`config.mk`:
```
export PLATFORM = sky130hd
export DESIGN_NAME = smc_ctrl
export DESIGN_NICKNAME = d
export VERILOG_FILES = /design/src/rtl/smc_pkg.sv /design/src/rtl/smc_boot_strap.sv /design/src/rtl/smc_seq_detect.sv /design/src/rtl/smc_wait_timer.sv /design/src/rtl/smc_ctrl.sv
export SDC_FILE = /design/constraint.sdc
export NUM_CORES = 1
export LEC_CHECK = 0
export ABC_AREA = 0
export ABC_CLOCK_PERIOD_IN_PS = 16420
export BUFFER_PORTS_ARGS = -buffer_cell sky130_fd_sc_hd__buf_2
export CORE_UTILIZATION = 35
export CTS_CLUSTER_DIAMETER = 30
export CTS_CLUSTER_SIZE = 30
export DETAILED_ROUTE_END_ITERATION = 7
export HOLD_SLACK_MARGIN = 0.06
export PLACE_DENSITY_LB_ADDON = 0.12
export SLEW_MARGIN = 10
export SYNTH_ARGS = -nofsm -noshare
export SYNTH_HDL_FRONTEND = slang
export SYNTH_SLANG_ARGS = --single-unit
```
`constraint.sdc`:
```
create_clock -name clk -period 16.42 [get_ports clk]
set_input_delay 3.284 -clock clk [delete_from_list [all_inputs] [get_ports clk]]
set_output_delay 3.284 -clock clk [all_outputs]
set_load 0.005 [all_outputs]
```
`src/rtl/smc_pkg.sv`:
```
package smc_pkg;

  typedef enum logic [1:0] {
    ST_IDLE,
    ST_BUSY,
    ST_HOLD,
    ST_GAP
  } smc_state_e;

  localparam logic [1:0] WCODE_32 = 2'b00;
  localparam logic [1:0] WCODE_8  = 2'b01;
  localparam logic [1:0] WCODE_16 = 2'b10;

  // Byte count stepped by one access of the given width code.
  function automatic logic [2:0] width_bytes(input logic [1:0] code);
    case (code)
      WCODE_8:  width_bytes = 3'd1;
      WCODE_16: width_bytes = 3'd2;
      default:  width_bytes = 3'd4;
    endcase
  endfunction

endpackage

```
`src/rtl/smc_boot_strap.sv`:
```
module smc_boot_strap
  import smc_pkg::*;
(
  input  logic       clk,
  input  logic       por_n,
  input  logic [1:0] strap,
  output logic [1:0] boot_width,
  output logic       boot_undef
);

  logic [1:0] strap_q;

  // Tracks the pins while reset is held; the value of the final reset
  // cycle is what remains once por_n rises.
  always_ff @(posedge clk) begin
    if (!por_n) strap_q <= strap;
  end

  assign boot_undef = (strap_q == 2'b11);
  assign boot_width = boot_undef ? WCODE_32 : strap_q;

  assert_boot_stable_R8: assert property (@(posedge clk) disable iff (!por_n)
    por_n |=> $stable(boot_undef));

endmodule

```
`src/rtl/smc_seq_detect.sv`:
```
module smc_seq_detect
  import smc_pkg::*;
#(
  parameter int ADDR_W = 28,
  parameter int SEG_W  = 3
) (
  input  logic              clk,
  input  logic              por_n,
  input  logic              commit,
  input  logic              hold_active,
  input  logic [SEG_W-1:0]  cur_seg,
  input  logic [SEG_W-1:0]  req_seg,
  input  logic [ADDR_W-1:0] req_addr,
  input  logic [1:0]        width_code,
  output logic              is_seq
);

  logic [ADDR_W-1:0] last_addr;
  logic [ADDR_W-1:0] next_addr;

  always_ff @(posedge clk) begin
    if (!por_n)      last_addr <= '0;
    else if (commit) last_addr <= req_addr;
  end

  assign next_addr = last_addr + ADDR_W'(width_bytes(width_code));
  assign is_seq    = hold_active && (req_seg == cur_seg) && (req_addr == next_addr);

endmodule

```
`src/rtl/smc_wait_timer.sv`:
```
module smc_wait_timer #(
  parameter int CNT_W = 4
) (
  input  logic             clk,
  input  logic             por_n,
  input  logic             load,
  input  logic [CNT_W-1:0] load_val,
  input  logic             active,
  input  logic             ext_ready,
  output logic             fin
);

  logic [CNT_W-1:0] cnt;

  always_ff @(posedge clk) begin
    if (!por_n)                     cnt <= '0;
    else if (load)                  cnt <= load_val;
    else if (active && cnt != '0)   cnt <= cnt - CNT_W'(1);
  end

  // Ready only matters once the programmed waits have run out.
  assign fin = active && (cnt == '0) && ext_ready;

  assert_wait_not_skipped_R7: assert property (@(posedge clk) disable iff (!por_n)
    (load && load_val != '0) |=> !fin);

endmodule

```
`src/rtl/smc_ctrl.sv`:
```
module smc_ctrl
  import smc_pkg::*;
#(
  parameter int NUM_SEG   = 6,
  parameter int ADDR_W    = 28,
  parameter int RAND_W    = 3,
  parameter int SEQ_W     = 2,
  parameter int BURST_MAX = 4,
  localparam int SEG_W    = $clog2(NUM_SEG)
) (
  input  logic                        clk,
  input  logic                        por_n,
  input  logic [1:0]                  boot_strap,
  output logic                        boot_undef,
  input  logic [(NUM_SEG-1)*2-1:0]    cfg_width,
  input  logic [NUM_SEG*RAND_W-1:0]   cfg_rand_ws,
  input  logic [NUM_SEG*SEQ_W-1:0]    cfg_seq_ws,
  input  logic [NUM_SEG-1:0]          cfg_page_en,
  input  logic [NUM_SEG-1:0]          cfg_we_dev,
  input  logic                        req_valid,
  output logic                        req_ready,
  input  logic [SEG_W-1:0]            req_seg,
  input  logic [ADDR_W-1:0]           req_addr,
  input  logic                        req_write,
  output logic                        done,
  input  logic                        ext_ready,
  output logic [NUM_SEG-1:0]          cs_n,
  output logic                        oe_n,
  output logic                        we_n
);

  localparam int CNT_W = RAND_W + 1;
  localparam int BC_W  = $clog2(BURST_MAX + 1);

  smc_state_e        state;
  logic [SEG_W-1:0]  cur_seg;
  logic              cur_wr;
  logic [BC_W-1:0]   burst;
  logic [1:0]        boot_width;
  logic [1:0]        seg_width [NUM_SEG];
  logic              accept;
  logic              is_seq;
  logic              use_seq;
  logic              fin;
  logic              sel_on;
  logic [SEQ_W-1:0]  seq_raw;
  logic [SEQ_W-1:0]  seq_eff;
  logic [CNT_W-1:0]  rand_wait;
  logic [CNT_W-1:0]  wait_val;

  smc_boot_strap u_strap (
    .clk        (clk),
    .por_n      (por_n),
    .strap      (boot_strap),
    .boot_width (boot_width),
    .boot_undef (boot_undef)
  );

  // Segment 0 takes its width from the straps, the rest from configuration.
  for (genvar g = 0; g < NUM_SEG; g++) begin : g_width
    if (g == 0) begin : g_boot
      assign seg_width[g] = boot_width;
    end else begin : g_cfg
      assign seg_width[g] = cfg_width[(g-1)*2 +: 2];
    end
  end

  assign req_ready = (state == ST_IDLE) || (state == ST_HOLD);
  assign accept    = req_valid && req_ready;

  smc_seq_detect #(.ADDR_W(ADDR_W), .SEG_W(SEG_W)) u_seq (
    .clk         (clk),
    .por_n       (por_n),
    .commit      (accept),
    .hold_active (state == ST_HOLD),
    .cur_seg     (cur_seg),
    .req_seg     (req_seg),
    .req_addr    (req_addr),
    .width_code  (seg_width[req_seg]),
    .is_seq      (is_seq)
  );

  // Wait-state selection for the incoming request.
  always_comb begin
    use_seq   = is_seq && cfg_page_en[req_seg];
    seq_raw   = cfg_seq_ws[req_seg*SEQ_W +: SEQ_W];
    seq_eff   = (cfg_we_dev[req_seg] && seq_raw == '0) ? SEQ_W'(1) : seq_raw;
    rand_wait = CNT_W'(cfg_rand_ws[req_seg*RAND_W +: RAND_W]) + CNT_W'(1);
    wait_val  = use_seq ? CNT_W'(seq_eff) : rand_wait;
  end

  smc_wait_timer #(.CNT_W(CNT_W)) u_timer (
    .clk       (clk),
    .por_n     (por_n),
    .load      (accept),
    .load_val  (wait_val),
    .active    (state == ST_BUSY),
    .ext_ready (ext_ready),
    .fin       (fin)
  );

  always_ff @(posedge clk) begin
    if (!por_n) begin
      state   <= ST_IDLE;
      cur_seg <= '0;
      cur_wr  <= 1'b0;
      burst   <= '0;
    end else begin
      case (state)
        ST_IDLE: if (accept) begin
          state   <= ST_BUSY;
          cur_seg <= req_seg;
          cur_wr  <= req_write;
          burst   <= BC_W'(1);
        end
        ST_BUSY: if (fin) begin
          state <= (burst == BC_W'(BURST_MAX)) ? ST_GAP : ST_HOLD;
        end
        ST_HOLD: if (accept) begin
          state   <= ST_BUSY;
          cur_seg <= req_seg;
          cur_wr  <= req_write;
          burst   <= (req_seg == cur_seg) ? burst + BC_W'(1) : BC_W'(1);
        end else begin
          state <= ST_IDLE;
        end
        default: state <= ST_IDLE;
      endcase
    end
  end

  assign sel_on = (state == ST_BUSY) || (state == ST_HOLD);

  for (genvar g = 0; g < NUM_SEG; g++) begin : g_cs
    assign cs_n[g] = !(sel_on && (cur_seg == SEG_W'(g)));
  end

  assign oe_n = !((state == ST_BUSY) && !cur_wr);
  assign we_n = !((state == ST_BUSY) && cur_wr);
  assign done = fin;

  assert_strobe_excl_R2: assert property (@(posedge clk) disable iff (!por_n)
    !(!oe_n && !we_n));

  assert_cs_onehot_R9: assert property (@(posedge clk) disable iff (!por_n)
    $onehot0(~cs_n));

  assert_release_after_burst_R5: assert property (@(posedge clk) disable iff (!por_n)
    (done && burst == BC_W'(BURST_MAX)) |=> ((&cs_n) && !req_ready));

  assert_seq_floor_R6: assert property (@(posedge clk) disable iff (!por_n)
    (accept && use_seq && cfg_we_dev[req_seg]) |-> (wait_val != '0));

  assert_busy_after_accept_R11: assert property (@(posedge clk) disable iff (!por_n)
    accept |=> !req_ready);

endmodule

```
Word-level counts from Yosys, hierarchy flattened
Index checks and enable logic that the tools add are counted.
Widths: inputs -> output; s select.
{ "totals": {"elab_cells": 93, "regBits": 43, "in_bits": 90, "out_inout_bits": 11} }
{ "classes": {"eq_ne": 16, "reduce_logical": 38, "order_cmp": 2, "mul": 1, "n_bitwise": 1, "n_mux": 22, "addsub": 4, "shift": 2} }
{ "op_table": {"columns": ["operator", "count"], "rows": [
  ["$add 28x3->28", 1],
  ["$eq 28x28->1", 1],
  ["$shiftx 18x6->3", 1],
  ["$logic_and 1x1->1", 16],
  ["$mux 2", 6],
  ["$mux 4", 3],
  ["$pmux 3 s2", 2],
  ["$shiftx 12x5->2", 1],
  ["$eq 3x3->1 const B", 3],
  ["$logic_not 1->1", 9],
  ["$mux 3", 3],
  ["$bmux 1 s3", 2],
  ["$bmux 2 s3", 1],
  ["$eq 2x2->1 const B", 3],
  ["$eq 3x2->1 const B", 2],
  ["$ne 2x2->1 const B", 3],
  ["$pmux 2 s3", 1],
  ["$mul 3x2->5 const B", 1],
  ["$add 3x1->4 const B", 1],
  ["$eq 2x1->1 const B", 2],
  ["$ge 4x4->1 const B", 1],
  ["$logic_not 2->1", 2],
  ["$logic_not 4->1", 1],
  ["$lt 3x4->1 const B", 1],
  ["13 further kinds", 19]
]} }

Longest topological paths before layout
{ "logic_depth": {"word_depth": 13, "depth_mapped": 18, "depth_no_buf": 17} }

Cells and area by module
A second synthesis with hierarchy kept.
{ "unflattened": {"hier_cells": 419, "hier_area_um2": 3646.0} }
{ "modules_own_cells": {"columns": ["module", "instances", "cells_per_inst", "area_each_um2", "seq_area_each_um2"], "rows": [
  ["smc_seq_detect", 1, 247, 2214.6, 560.5],
  ["smc_ctrl", 1, 131, 1074.8, 180.2],
  ["smc_wait_timer", 1, 35, 270.3, 80.1],
  ["smc_boot_strap", 1, 6, 86.3, 60.1]
]} }

Worst setup path after synthesis
No wires, ideal clock.
{ "synth_path": {"path_type": "input to register", "from": "input port req_seg[0]", "to": "register u_timer.cnt[2]", "slack_ns": 8.996, "setup_ns": 0.070, "required_time_ns": 16.350, "cell_stages": 16, "t_arrival_ns": 7.354, "path_cell_list": "buf_1 -> clkbuf_1 -> mux4_2 -> nand2_1 -> o21a_1 -> inv_1 -> ha_1 -> ha_1 -> fa_1 -> a21oi_1 -> nor4_1 -> a221o_1 -> o32ai_2 -> nor4_1 -> a211o_2 -> a21oi_1"} }
{ "synth_via": {"elab_chain_cells": 12, "word_cells_on_any_way": 20} }
{ "synth_lines": {"columns": ["element", "line_no", "source"], "rows": [
  ["from (decl)", "smc_ctrl.sv:22", "input logic [SEG_W-1:0] req_seg,"],
  ["$not 3->4 (implied by the code)", "smc_ctrl.sv:79", ".width_code (seg_width[req_seg]),"],
  ["$bmux 2 s3", "smc_ctrl.sv:79", null],
  ["$mux 2 (implied by the code) (2 in a row)", "smc_ctrl.sv:79", null],
  ["$eq 2x2->1 or $eq 2x1->1 (tied branches)", "smc_pkg.sv:16", "case (code)"],
  ["$pmux 3 s2", "smc_pkg.sv:16", null],
  ["$add 28x3->28", "smc_seq_detect.sv:26", "assign next_addr = last_addr + ADDR_W'(width_bytes(width_code));"],
  ["$eq 28x28->1", "smc_seq_detect.sv:27", "assign is_seq = hold_active && (req_seg == cur_seg) && (req_addr == next_addr);"],
  ["$logic_and 1x1->1", "smc_seq_detect.sv:27", null],
  ["$logic_and 1x1->1", "smc_ctrl.sv:85", "use_seq = is_seq && cfg_page_en[req_seg];"],
  ["$mux 4 (*)", "smc_ctrl.sv:89", "wait_val = use_seq ? CNT_W'(seq_eff) : rand_wait;"],
  ["$mux 4 (*)", "smc_wait_timer.sv:17", "else if (load) cnt <= load_val;"],
  ["to (signal assigned)", "smc_wait_timer.sv:17", null],
  ["to (signal assigned)", "smc_wait_timer.sv:18", "else if (active && cnt != '0) cnt <= cnt - CNT_W'(1);"],
  ["to (decl)", "smc_wait_timer.sv:13", "logic [CNT_W-1:0] cnt;"]
]} }
Mark *: on every way between the ends. The rest lies on a longest branch, timed or not. The select of a mux whose other input is x is not followed.
A chain may end at the register's enable or synchronous reset.

Worst setup path after layout
Ends and elaborated chain as after synthesis.

==> summary.md <==
| Metric | Value |
|---|---|
| EDFF count, synth | 2 |
| RR Startpoint | u_strap.strap_q[0]$_DFFE_PN_ |
| Post-synth top area cell | dfxtp_1 |
| Finish-stage setup viols | 0 |
| F_max | 0.140 GHz |
| Setup_tns | 0 ps |
| CP Capture Type | register |
| First-iteration detailed-routing DRC count | roughly 130 |
| Clock transition at path regs | ~90 ps |
| Commonest cells in the netlist | 97 x nand2_1, 52 x a21oi_1, 41 x dfxtp_1 |
| Synth unique cells | 59 |
| Pin count of the biggest net entering global routing | 30 |
| Reg2reg path depth | 15 |
| Crit Path Max Fanout | 20 |
| Ys Warns | 0 |
| Largest cells by area after synthesis | dfxtp_1 23%, nand2_1 10%, a21oi_1 7.3% |
| Routed Antenna Nets | 0 |
| First-pass GRT wire length | between 15000 and 20000 um |
| Pre-CTS WS | 8990 ps |
| Worst R2R Setup Slack | ~12000 ps |
| CTS tree | built |
| Num Clock Sinks | 43 |
| Port Buf Inserts | 100 |
| FILL cells | between 1000 and 1500 |
| Critical Path RT | about 17000 ps |
| DRC | 0 |
| Row count | 36 |
| Crit path from | req_seg[0] |
| Hold path cells | 2 |
| Maximum VDD drop | 0.0000434 V |
| Max-cap violations | 0 |
| Critical path class | primary input to register |
| Layout cells sized above 1 | 23.4% |
| Worst Hold Class | register to register |
| Post-synth top area share | 22.9% |
| Area growth syn-to-layout | 19.2% |
| Syn Inst Count | 475 |
| Most common cell in the netlist | nand2_1 |
| Vias in the first global route | about 3500 |
| Status | finished, final reports clean |
| Avg Synthesized Cell Area | ~7.5 sq um |
| Die width | slightly above 100 um |
| Nets@finish | 667 |
| Skew-Pair Late Insertion Delay | about 300 ps |
| Net Count, Synth | around 580 |
| Layout Skew | 4.06 ps |
| Core ar. | around 0.0099 sq mm |
| Die Y | 103 um |
| Worst setup SP type | primary input |
| Detailed Place HPWL | about 7800 um |
| Post-CTS Hold Buffers | 0 |
| Cell area power density | just under 80 mW/mm^2 |
| Remaining Overflow, GRT | 0 |
| Final hold vios | 0 |
| DRT Pass-1 Iters | 4 |
| Cell Area, Synth | about 0.0036 sq mm |
| Period utilization | 43.5% |
| Starting Density | 36.3% |
| Ant diodes | 0 |
| Seq cells post-synth | 43 |
| Post-CTS sizing | 0 |
| Routability congestion estimate | just under 0.9 |
| Leak pwr | roughly 1.7 nW |
| Sequential area share after synthesis | between 20% and 30% |
| Root buffer cell | clkbuf_8 |
| Drt via density | about 5.2 |
| Die area | 0.0106 sq mm |
| Total track usage | about 20% |
| Final setup margin | approximately 9000 ps |
| H-tree lvl count | 2 |
| Min Tclk post-route | a little over 7000 ps |
| Slew headroom | 49.0% |
| Worst hold slack | ~470 ps |
| Fin. max-slew vios | 0 |
| Post CTS Setup Buffer Count | 0 |
| Ys flop type | dfxtp_1 |
| Via count | between 3000 and 4000 |
| Top-Level Pins | between 100 and 150 |
| Arr. time, crit path | roughly 7400 ps |
| WL per Instance | between 10 and 15 um |
| Reg2Reg Capture Point | u_timer.cnt[2]$_SDFFE_PN0P_ |
| Crit path to | u_timer.cnt[2]$_SDFFE_PN0P_ |
| Initial antenna violation count | 0 |
| Post-synth ARST share | 0% |
| CTS buffer count | 5 |
| Clk buf depth | 2 |
| Post-Route WL | 9900 um |
| RSZ-0062 raised after global routing | false |
| Worst Tran Pin Value | between 700 and 800 ps |
[flip-flops by register name, indices dropped and copies added, names as in the netlist]
register / count
burst: 3
cur_wr: 1
u_seq.last_addr: 28
state: 2
u_timer.cnt: 4
cur_seg: 3
u_strap.strap_q: 2
[worst min path at each step]
| stage | start | to | slack [ps] |
|---|---|---|---|
| final | cur_wr$_SDFFE_PN0P_ | cur_wr$_SDFFE_PN0P_ | 470 |
| after global routing | u_seq.last_addr[27]$_SDFFE_PN0P_ | u_seq.last_addr[27]$_SDFFE_PN0P_ | 500 |
| after CTS | cur_wr$_SDFFE_PN0P_ | cur_wr$_SDFFE_PN0P_ | 480 |
| after detailed placement | cur_wr$_SDFFE_PN0P_ | cur_wr$_SDFFE_PN0P_ | 470 |
| after global placement | u_seq.last_addr[27]$_SDFFE_PN0P_ | u_seq.last_addr[27]$_SDFFE_PN0P_ | 450 |
| after floorplan | burst[2]$_SDFFE_PN0P_ | burst[2]$_SDFFE_PN0P_ | 440 |
[worst max-delay path, cell delays in order]
cell	delay, ps
buf_2	430
mux4_2	390
nand2_1	80
o21a_1	150
inv_1	50
ha_1	190
ha_1	230
fa_1	430
a21oi_1	630
nor4_1	140
a221o_1	380
o32ai_2	380
nor4_1	120
a211o_2	340
a21oi_1	140
[routing by layer]
layer / global-route usage (%) / share of wire, %
met5: 0 / 0
met4: 4.12 / 1.4
met3: 2.64 / 3.0
met2: 33.0 / 46
met1: 26.4 / 50
[power breakdown]
part	internal [mW]	switching, mW
Clock	0.0298	0.0400
Sequential	0.118	0.0162
Combinational	0.0550	0.0726
[final cells by class]
cell class,count,area (sq um),share of cell area [%]
tap,133,166,3.90
clock buffer,6,72.6,1.70
multi-input combinational,393,2550,59.7
timing repair buffer,103,523,12.3
clock inverter,2,12.5,0.293
sequential,43,881,20.6
inverter,17,63.8,1.50
[layout by cell type, fill, tap and decap left out, types with 3 or more instances in the layout]
| cell | Yosys | layout |
|---|---|---|
| inv_1 | 16 | 16 |
| o21ai_0 | 16 | 16 |
| a211oi_1 | 6 | 6 |
| and2_1 | 5 | 5 |
| and4_1 | 4 | 4 |
| clkbuf_8 | 0 | 5 |
| and3_1 | 4 | 4 |
| a21oi_1 | 52 | 52 |
| or2_2 | 3 | 3 |
| nand4_1 | 9 | 9 |
| nor4_1 | 8 | 8 |
| buf_4 | 0 | 3 |
| o21a_1 | 3 | 3 |
| ha_1 | 13 | 13 |
| xor2_1 | 10 | 10 |
| xnor2_1 | 25 | 25 |
| nor2_1 | 24 | 24 |
| nand3_1 | 24 | 24 |
| nand2_1 | 97 | 97 |
| nor3b_1 | 7 | 7 |
| mux2i_1 | 10 | 10 |
| nand3b_1 | 4 | 4 |
| a211o_1 | 3 | 3 |
| mux4_2 | 7 | 7 |
| nor2b_1 | 9 | 9 |
| a31oi_1 | 3 | 3 |
| buf_2 | 4 | 100 |
| dfxtp_1 | 41 | 41 |
| nor3_1 | 7 | 7 |
| nand2b_1 | 6 | 6 |
[per-stage QoR]
stage                     instances  power, mW  cell area (sq um)  util (%)
after global routing            697      0.357               4270      43.3
after floorplan                 475      0.224               3580         -
final                           697      0.331               4270      43.3
after global placement          689      0.262               4180      42.4
after detailed placement        689      0.264               4180      42.4
after CTS                       697      0.335               4270      43.3
[logic make-up after synthesis]
group	Yosys count	share of synthesized area [%]
AOI/OAI and AO/OA	103	18.1
xor gates and xnor gates	35	8.56
muxes	17	7.20
buffers and inverters	39	4.23
DFF	43	24.6
and+or+nand+nor	224	32.2
adders and majority gates	14	5.10
(Power assumes the default switching activity.)
